--- config.mk ---
export PLATFORM = sky130hd
export DESIGN_NAME = irfifo_ctrl
export DESIGN_NICKNAME = d
export VERILOG_FILES = /design/src/rtl/irfifo_pkg.sv /design/src/rtl/irfifo_regs.sv /design/src/rtl/irfifo_buf.sv /design/src/rtl/irfifo_mark.sv /design/src/rtl/irfifo_ctrl.sv
export SDC_FILE = /design/constraint.sdc
export NUM_CORES = 1
export LEC_CHECK = 0
export ABC_AREA = 1
export BUFFER_PORTS_ARGS = -buffer_cell sky130_fd_sc_hd__buf_2
export CAP_MARGIN = 0
export CORE_UTILIZATION = 34
export DETAILED_ROUTE_END_ITERATION = 7
export HOLD_SLACK_MARGIN = 0.05
export PLACE_DENSITY = 0.5
export SYNTH_ARGS = -nofsm -noshare
export SYNTH_HDL_FRONTEND = slang
export SYNTH_HIERARCHICAL = 1
export SYNTH_SLANG_ARGS = --single-unit
--- constraint.sdc ---
create_clock -name clk -period 3.5 [get_ports clk]
set_input_delay 0.35 -clock clk [delete_from_list [all_inputs] [get_ports clk]]
set_output_delay 0.35 -clock clk [all_outputs]
set_load 0.01 [all_outputs]
--- src/rtl/irfifo_pkg.sv ---
package irfifo_pkg;

  localparam int unsigned LVL_W = 7;

  typedef logic [LVL_W-1:0] level_t;

  typedef struct packed {
    logic [1:0] rx_code;
    logic [1:0] tx_code;
    logic       big;
  } cfg_t;

  // Byte count represented by a threshold code for one direction.
  function automatic level_t thr_bytes(input logic is_tx, input logic big,
                                       input logic [1:0] code);
    level_t v;
    case (code)
      2'd0:    v = level_t'(1);
      2'd1:    v = big ? (is_tx ? level_t'(16) : level_t'(8))
                       : (is_tx ? level_t'(8)  : level_t'(4));
      2'd2:    v = big ? level_t'(32) : level_t'(16);
      default: v = big ? level_t'(48) : level_t'(26);
    endcase
    return v;
  endfunction

endpackage

--- src/rtl/irfifo_regs.sv ---
module irfifo_regs
  import irfifo_pkg::*;
#(
  parameter int unsigned ADDR_W   = 4,
  parameter int unsigned REG_W    = 16,
  parameter int unsigned REG_ADDR = 0
) (
  input  logic              clk,
  input  logic              rst,
  input  logic [ADDR_W-1:0] addr,
  input  logic              we,
  input  logic [REG_W-1:0]  wdata,
  output logic [REG_W-1:0]  rdata,
  output cfg_t              cfg,
  output logic              tx_flush,
  output logic              rx_flush,
  output logic              stop_pulse
);

  localparam int unsigned PAD_W = REG_W - 8;

  cfg_t cfg_q;
  logic hit;
  logic wr_hit;
  logic cap_chg;
  logic stop_now;

  assign hit      = (addr == ADDR_W'(REG_ADDR));
  assign wr_hit   = we & hit;
  assign cap_chg  = wr_hit & (wdata[3] != cfg_q.big);
  assign stop_now = wr_hit & wdata[0];

  assign tx_flush = (wr_hit & wdata[2]) | stop_now | cap_chg;
  assign rx_flush = (wr_hit & wdata[1]) | cap_chg;
  assign cfg      = cfg_q;

  always_ff @(posedge clk) begin
    if (rst) begin
      cfg_q      <= '0;
      rdata      <= '0;
      stop_pulse <= 1'b0;
    end else begin
      stop_pulse <= stop_now;
      if (wr_hit) begin
        cfg_q.rx_code <= wdata[7:6];
        cfg_q.tx_code <= wdata[5:4];
        cfg_q.big     <= wdata[3];
      end
      rdata <= hit ? {{PAD_W{1'b0}}, cfg_q.rx_code, cfg_q.tx_code, cfg_q.big, 3'b000}
                   : '0;
    end
  end

endmodule

--- src/rtl/irfifo_buf.sv ---
module irfifo_buf
#(
  parameter int unsigned DATA_W    = 8,
  parameter int unsigned DEPTH_MAX = 64,
  parameter int unsigned LVL_W     = $clog2(DEPTH_MAX) + 1
) (
  input  logic              clk,
  input  logic              rst,
  input  logic              flush,
  input  logic              big,
  input  logic              push,
  input  logic [DATA_W-1:0] wdata,
  input  logic              pop,
  output logic [DATA_W-1:0] rdata,
  output logic [LVL_W-1:0]  level,
  output logic              full,
  output logic              empty,
  output logic              ovf
);

  localparam int unsigned PTR_W     = $clog2(DEPTH_MAX);
  localparam int unsigned DEPTH_MIN = DEPTH_MAX / 2;

  logic [DATA_W-1:0] mem [DEPTH_MAX];
  logic [PTR_W-1:0]  wp, rp, last_idx;
  logic [LVL_W-1:0]  limit, cnt;
  logic              do_push, do_pop;

  assign limit    = big ? LVL_W'(DEPTH_MAX) : LVL_W'(DEPTH_MIN);
  assign last_idx = big ? PTR_W'(DEPTH_MAX - 1) : PTR_W'(DEPTH_MIN - 1);
  assign full     = (cnt == limit);
  assign empty    = (cnt == '0);
  assign level    = cnt;
  assign do_push  = push & ~full  & ~flush;
  assign do_pop   = pop  & ~empty & ~flush;

  // Storage: single write port, registered read, no reset.
  always_ff @(posedge clk) begin
    if (do_push) mem[wp] <= wdata;
  end

  always_ff @(posedge clk) begin
    if (rst)         rdata <= '0;
    else if (do_pop) rdata <= mem[rp];
  end

  always_ff @(posedge clk) begin
    if (rst || flush) begin
      wp  <= '0;
      rp  <= '0;
      cnt <= '0;
      ovf <= 1'b0;
    end else begin
      if (do_push) wp <= (wp == last_idx) ? '0 : wp + 1'b1;
      if (do_pop)  rp <= (rp == last_idx) ? '0 : rp + 1'b1;
      case ({do_push, do_pop})
        2'b10:   cnt <= cnt + 1'b1;
        2'b01:   cnt <= cnt - 1'b1;
        default: cnt <= cnt;
      endcase
      if (push && full) ovf <= 1'b1;
    end
  end

endmodule

--- src/rtl/irfifo_mark.sv ---
module irfifo_mark
  import irfifo_pkg::*;
#(
  parameter int unsigned DEPTH_MAX = 64
) (
  input  cfg_t   cfg,
  input  level_t rx_level,
  input  level_t tx_level,
  output logic   rx_req,
  output logic   tx_req
);

  level_t limit, tx_free, rx_th, tx_th;

  assign limit   = cfg.big ? level_t'(DEPTH_MAX) : level_t'(DEPTH_MAX / 2);
  assign tx_free = limit - tx_level;
  assign rx_th   = thr_bytes(1'b0, cfg.big, cfg.rx_code);
  assign tx_th   = thr_bytes(1'b1, cfg.big, cfg.tx_code);
  assign rx_req  = (rx_level >= rx_th);
  assign tx_req  = (tx_free  >= tx_th);

endmodule

--- src/rtl/irfifo_ctrl.sv ---
module irfifo_ctrl
  import irfifo_pkg::*;
#(
  parameter int unsigned ADDR_W    = 4,
  parameter int unsigned REG_W     = 16,
  parameter int unsigned DATA_W    = 8,
  parameter int unsigned DEPTH_MAX = 64
) (
  input  logic              clk,
  input  logic              rst,
  input  logic [ADDR_W-1:0] reg_addr,
  input  logic              reg_we,
  input  logic [REG_W-1:0]  reg_wdata,
  output logic [REG_W-1:0]  reg_rdata,
  input  logic              tx_push,
  input  logic [DATA_W-1:0] tx_wdata,
  input  logic              tx_pop,
  output logic [DATA_W-1:0] tx_rdata,
  input  logic              rx_push,
  input  logic [DATA_W-1:0] rx_wdata,
  input  logic              rx_pop,
  output logic [DATA_W-1:0] rx_rdata,
  output logic [LVL_W-1:0]  tx_level,
  output logic [LVL_W-1:0]  rx_level,
  output logic              tx_full,
  output logic              tx_empty,
  output logic              rx_full,
  output logic              rx_empty,
  output logic              tx_ovf,
  output logic              rx_ovf,
  output logic              tx_req,
  output logic              rx_req,
  output logic              tx_stop
);

  cfg_t cfg;
  logic tx_flush, rx_flush;
  logic cap_big;

  assign cap_big = cfg.big;

  irfifo_regs #(
    .ADDR_W(ADDR_W), .REG_W(REG_W), .REG_ADDR(0)
  ) regs_i (
    .clk(clk), .rst(rst), .addr(reg_addr), .we(reg_we), .wdata(reg_wdata),
    .rdata(reg_rdata), .cfg(cfg), .tx_flush(tx_flush), .rx_flush(rx_flush),
    .stop_pulse(tx_stop)
  );

  irfifo_buf #(
    .DATA_W(DATA_W), .DEPTH_MAX(DEPTH_MAX), .LVL_W(LVL_W)
  ) txq_i (
    .clk(clk), .rst(rst), .flush(tx_flush), .big(cap_big),
    .push(tx_push), .wdata(tx_wdata), .pop(tx_pop), .rdata(tx_rdata),
    .level(tx_level), .full(tx_full), .empty(tx_empty), .ovf(tx_ovf)
  );

  irfifo_buf #(
    .DATA_W(DATA_W), .DEPTH_MAX(DEPTH_MAX), .LVL_W(LVL_W)
  ) rxq_i (
    .clk(clk), .rst(rst), .flush(rx_flush), .big(cap_big),
    .push(rx_push), .wdata(rx_wdata), .pop(rx_pop), .rdata(rx_rdata),
    .level(rx_level), .full(rx_full), .empty(rx_empty), .ovf(rx_ovf)
  );

  irfifo_mark #(
    .DEPTH_MAX(DEPTH_MAX)
  ) mark_i (
    .cfg(cfg), .rx_level(rx_level), .tx_level(tx_level),
    .rx_req(rx_req), .tx_req(tx_req)
  );

endmodule

* Word level (Yosys, flattened, before mapping)
Memories as Yosys holds them, arrays and structs flattened. A register that Yosys moved wholly into a read port is not among the register bits. Cells that the tools add are included.
Storage, ports and cells: bits in writable memories 1024, word-level logic and storage cells 95, bits of input ports 43, output and inout port bits 55, memories 2, register bits 62
Operators by class: reduce and logical (&&, ||, !) cells 12, order comparisons 2, bitwise gates (word level) 23, mux-type cells 18, add/sub/neg operators 9, equal/unequal tests 15
Memory list:
- rxq_i.mem | words 64, bits a word 8, read ports 1, clocked after memory_dff 1, write ports 1, line irfifo_buf.sv:24 | logic [DATA_W-1:0] mem [DEPTH_MAX];
- txq_i.mem | words 64, bits a word 8, read ports 1, clocked after memory_dff 1, write ports 1, line irfifo_buf.sv:24
Operators with widths (number):
- $mux W6 | 7
- $pmux W7 S3 | 2
- $pmux W7 S2 | 2
- $add A6 B1 Y6 const B | 4
- $eq A6 B6 Y1 | 4
- $add A7 B1 Y7 const B | 2
- $eq A7 B7 Y1 | 2
- $ge A7 B7 Y1 | 2
- $logic_not A7 Y1 | 2
- $sub A7 B1 Y7 const B | 2
- $and A1 B1 Y1 | 13
- $eq A2 B1 Y1 const B | 4
- $eq A2 B2 Y1 const B | 4
- $mux W7 | 1
- $not A1 Y1 | 7
- $sub A7 B7 Y7 | 1
- $mux W5 | 1
- $logic_not A2 Y1 | 2
- $logic_not A4 Y1 | 1
- $mux W1 | 4
- $mux W4 | 1
- $reduce_bool A2 Y1 | 2
- $or A1 B1 Y1 | 3
- $logic_and A1 B1 Y1 | 2
- other kinds (3) | 4

* Longest topological paths before layout
depth after elaboration 9, gate-level depth with buffers 18

* By module
The synthesis kept the hierarchy.
By module, submodules not included:
- irfifo_buf (txq_i) | times used 1, cells an instance 2186, area an instance 23158.5 um^2, sequential area each 15935.3 um^2
- irfifo_buf (rxq_i) | times used 1, cells an instance 2188, area an instance 23055.9 um^2, sequential area each 15935.3 um^2
- irfifo_regs | times used 1, cells an instance 75, area an instance 551.8 um^2, sequential area each 220.2 um^2
- irfifo_mark | times used 1, cells an instance 85, area an instance 501.7 um^2, sequential area each 0.0 um^2

* Least setup slack after synthesis
No wires, ideal clock.
path kind reg2reg, from register regs_i/cfg[0] (netlist name), to register rxq_i.cnt[5], in the netlist rxq_i/level[5], arrival 2.652 ns, required time 3.385 ns, slack 0.732 ns, library setup time 0.115 ns, path buffers 1, cell stages (with the launch flop) 18, path through dfxtp_1 xnor2_1 a21oi_1 inv_1 nand3_1 inv_1 buf_2 ha_1 ha_1 a21oi_1 nand2_1 nand2_1 nand2_1 nand2_1 nand2_1 xor2_1 o21ai_0 inv_1
On the way: cells in the longest elaborated chain, start to end 7, elaborated cells on any way between the ends 15
Ends and longest elaborated chain:
- $ne A1 B1 Y1 (*) | line irfifo_regs.sv:30 | assign cap_chg = wr_hit & (wdata[3] != cfg_q.big);
- $and A1 B1 Y1 (*) | line irfifo_regs.sv:30
- $or A1 B1 Y1 (*) | line irfifo_regs.sv:34 | assign rx_flush = (wr_hit & wdata[1]) | cap_chg;
- named net rx_flush | line irfifo_ctrl.sv:37 | logic tx_flush, rx_flush;
- $not A1 Y1 (*) | line irfifo_buf.sv:35 | assign do_pop = pop & ~empty & ~flush;
- $and A1 B1 Y1 (*) | line irfifo_buf.sv:35
- named net rxq_i.do_pop | line irfifo_buf.sv:27 | logic do_push, do_pop;
- $eq A2 B1 Y1 or $eq A2 B2 Y1 (tied branches) | line irfifo_buf.sv:56 | case ({do_push, do_pop})
- $pmux W7 S2 or $reduce_bool A2 Y1 (tied branches)
- end signal: assignment | line irfifo_buf.sv:57 | 2'b10: cnt <= cnt + 1'b1;
- end signal: assignment | line irfifo_buf.sv:58 | 2'b01: cnt <= cnt - 1'b1;
- end signal: assignment | line irfifo_buf.sv:59 | default: cnt <= cnt;
- end: declaration | line irfifo_buf.sv:26 | logic [LVL_W-1:0] limit, cnt;
The timed path passes the listed nets; every way through them passes the cells marked *. A chain may end at the register's enable or synchronous reset.

* Worst setup path in the final report
from register regs_i/cfg[0] (netlist name), to output port tx_req
On the way: cells in the longest elaborated chain, start to end 3, elaborated cells on any way between the ends 7
Ends and longest elaborated chain:
- $mux W7, or another cell as far along | line irfifo_mark.sv:15 | assign limit = cfg.big ? level_t'(DEPTH_MAX) : level_t'(DEPTH_MAX / 2);
- $sub A7 B7 Y7 or $pmux W7 S3 (tied branches) | line irfifo_mark.sv:16, irfifo_pkg.sv:17
- $ge A7 B7 Y1 (*) | line irfifo_mark.sv:20 | assign tx_req = (tx_free >= tx_th);
- end: declaration | line irfifo_ctrl.sv:31 | output logic tx_req,
Every way passes the cells marked *; elsewhere a longest branch is shown, timed or not.

==> out/qor.yml <==
outcome: "completed"
critPathTopFamily: "buffers and inverters"
skew_ns: 0.0386
syn_inst: 4534
power_frac_comb: 0.234
max_stage_delay_ns: 0.42
maxCapViolCount: 0
finalCritPeriodShare: 0.935
synth_common_cells: "nand2_1 (1370), edfxtp_1 (1024), nand3_1 (583), nor2_1 (492), inv_1 (391)"
rrSetupSlack_ns: 0.62
worstHoldPathType: "input port to register"
cp.arrival_ns: 2.92
ios: 98
grt_busiest_layer: "met2"
die_x_um: 375
p_sw_uw: 11100
worstHoldStart: "tx_wdata[0]"
synthesis.area_sq_um: 47300
antennaDiodeCount: 0
first_iter_violations: 2395
grtUsageMet1: 0.240
initial_core_util: 0.343
pre_cts_slack_ns: 0.432
path_clk_slew_ns: 0.06
wirelength_um: 128000
setup_violations: 0
antenna_found_initial: 1
crit_chain: "buf_4, buf_4, inv_1, ha_1, inv_1, xor2_1, ha_1, and3_1, a21oi_1, nand2_1, buf_2"
cts_sinks: 1091
track_usage: 0.182
hold_viol_final: 0
tightest_slew_ns: 1.19
dieArea_sq_um: 141000
cp_num_buf_inv: 5
slowest_stage: "dfxtp_2"
cts_buffer_depth: 3
timing.fmax_ghz: 0.306
crit_type: "register to output pin"
required_ns: 3.15
drc: 0
clock_latency_ns: 0.73
routed_via_density: 4.82
cts_buffers: 118
post_synth_main_area_contributors: "edfxtp_1 (65%), nand2_1 (11%), nand3_1 (6.2%), nor2_1 (3.9%), inv_1 (3.1%)"
avgSynthCellArea_sq_um: 10.4
fin_total_pwr_uw: 34800
synth_cell_types: 41
power_frac_clock: 0.341
maxSlewViolCount: 0
cts_htree_levels: 3
drt_pass1_iterations: 5
synth_edf_count: 1024
yosysWarningCount: 6
grt_pass1_vias: 30400
ys_seq_area_frac: 0.679
met3_usage: 0.0232
coreArea_sq_um: 138000
layout_setup_ws_ns: 0.228
critPathCaptureType: "output pin"
ys_ff_latch: 1091
routedWlPerCell_um: 19.6
grt_use_met2: 0.309
grt_overflow: 0
drtAntennaViolNets: 0
utilization: 0.389
grt_first_pass_wirelength_um: 193000
power.leakage_uw: 0.0207
drive_above_1_share: 0.0821
crit_start: "regs_i/cfg[0]"
area_growth_pct: 13.4
ys.flop_type: "edfxtp_1"
max_slew_margin: 0.203
row_count: 136
cts_root_buffer: "clkbuf_16"
internal-power_uw: 23700
timing.rr.start: "regs_i/cfg[0]"
grt_max_degree: 140
worstSetupStartpointType: "register"
cts_tree: "built"
swShare: 0.318
critPathMaxFanout: 7
io_buffers: 78
hpwlAfterDp_um: 77800
tns_ns: 0
vias: 31600
synth_top_cell_area_share: 0.651
synth_area_leader_cell: "edfxtp_1"
num-nets-final: 4740
synthArstFlopShare: 0
fill_cells: 13400
powerDensity_nw_per_um2: 649
synth_most_common_cell: "nand2_1"
peakVddDrop_mv: 0.447
gp_congestion: 0.821
seqPwrFrac: 0.425
chipHeight_um: 375
fin_crit_ns: 3.27
[power by group through the flow]
stage	registers, uW	logic [uW]	clock network (uW)
floorplan	15000	5690	0
global placement	15100	8140	0
detailed placement	15100	8170	0
CTS	14800	8220	12100
global route	14800	9130	12600
finish	14800	8140	11800
[stage by stage]
| step | cell area [sq um] | instances | hold WS [ns] |
|---|---|---|---|
| 3_3_place_gp | 49700 | 6317 | 0.496 |
| 3_5_place_dp | 49700 | 6317 | 0.498 |
| 4_1_cts | 53600 | 6557 | 0.0822 |
| 5_1_grt | 53600 | 6556 | 0.102 |
| 2_1_floorplan | 47300 | 4544 | 0.449 |
| 6_report | 53600 | 6556 | 0.136 |
[flip-flops by register name (all words and copies together), names as in the netlist]
signal / cells
regs_i/cfg: 5
regs_i/rdata: 5
regs_i/stop_pulse: 1
rxq_i/level: 7
rxq_i/mem: 512
rxq_i/ovf: 1
rxq_i/rdata: 8
rxq_i/rp: 6
rxq_i/wp: 6
txq_i/level: 7
txq_i/mem: 512
txq_i/ovf: 1
txq_i/rdata: 8
txq_i/rp: 6
txq_i/wp: 6
[final timing paths]
check | end | cells after the start
max reg2reg | rxq_i/mem[6][0] | 8
min | txq_i/mem[20][0] | 1
max | tx_req | 11
min reg2reg | txq_i/rp[3] | 2
[logic make-up (layout without fill, tap and decap cells)]
| kind of cell | after synthesis | after routing | synth area share |
|---|---|---|---|
| and+or+nand+nor | 2488 | 2488 | 0.216 |
| DFF | 1091 | 1091 | 0.679 |
| buffers and inverters | 643 | 861 | 0.0643 |
| AOI/OAI and AO/OA | 257 | 257 | 0.0277 |
| adders and majority gates | 31 | 31 | 0.00852 |
| xor gates and xnor gates | 22 | 22 | 0.00424 |
| other | 1 | 11 | 0.0000793 |
| muxes | 1 | 1 | 0.000212 |
[cell usage in the layout, fill, tap and decap left out, types with 3 or more instances in the layout]
cell              n
dfxtp_1          62
a31oi_1           3
a21oi_1         122
conb_1           11
nand3_1         582
clkbuf_16       119
clkinv_2         11
inv_1           391
bufinv_16         5
clkinv_1         24
inv_6             4
buf_12           16
xor2_1           15
clkbuf_1         47
nor3_1            7
nor2_1          492
clkbuf_8          5
buf_4           125
dfxtp_4           4
dlygate4sd3_1    23
edfxtp_1       1024
nand2_1        1370
o21ai_1          25
buf_2            78
nand4_1          27
inv_2             5
ha_1             27
xnor2_1           6
o31ai_1           3
o21ai_0          98
[final cells by class]
class	count	area (sq um)	share of cell area
Clock inverter	45	405	0.00756
Sequential cell	1091	32100	0.599
Tap cell	1794	2240	0.0419
Multi-Input combinational cell	2810	12200	0.228
Inverter	403	1530	0.0285
Clock buffer	171	3220	0.0601
Timing Repair Buffer	242	1880	0.0351
[worst reg2reg max path: stages, from the launching register on]
cell,delay (ns)
dfxtp_2,0.42
buf_4,0.18
o21ai_0,0.09
nand2_1,0.17
nand3_1,0.23
inv_1,0.35
nand4_1,0.23
buf_4,0.26
nor2_1,0.55
[repair_timing]
| action | in CTS | in global routing |
|---|---|---|
| hold endpoints to repair | 13 | 0 |
| endpoints found under the setup margin | 1 | 6 |
| hold buffers | 24 | 0 |
| resized for setup | 1 | 6 |
| setup buffers | 0 | 0 |
[layer usage]
metal  part of all wire  routed length, um
met5                  0                  0
met4              0.027               3480
met3              0.041               5240
met2               0.49              63000
met1               0.44              56800
No activity file was read; power rests on OpenSTA's default activity.
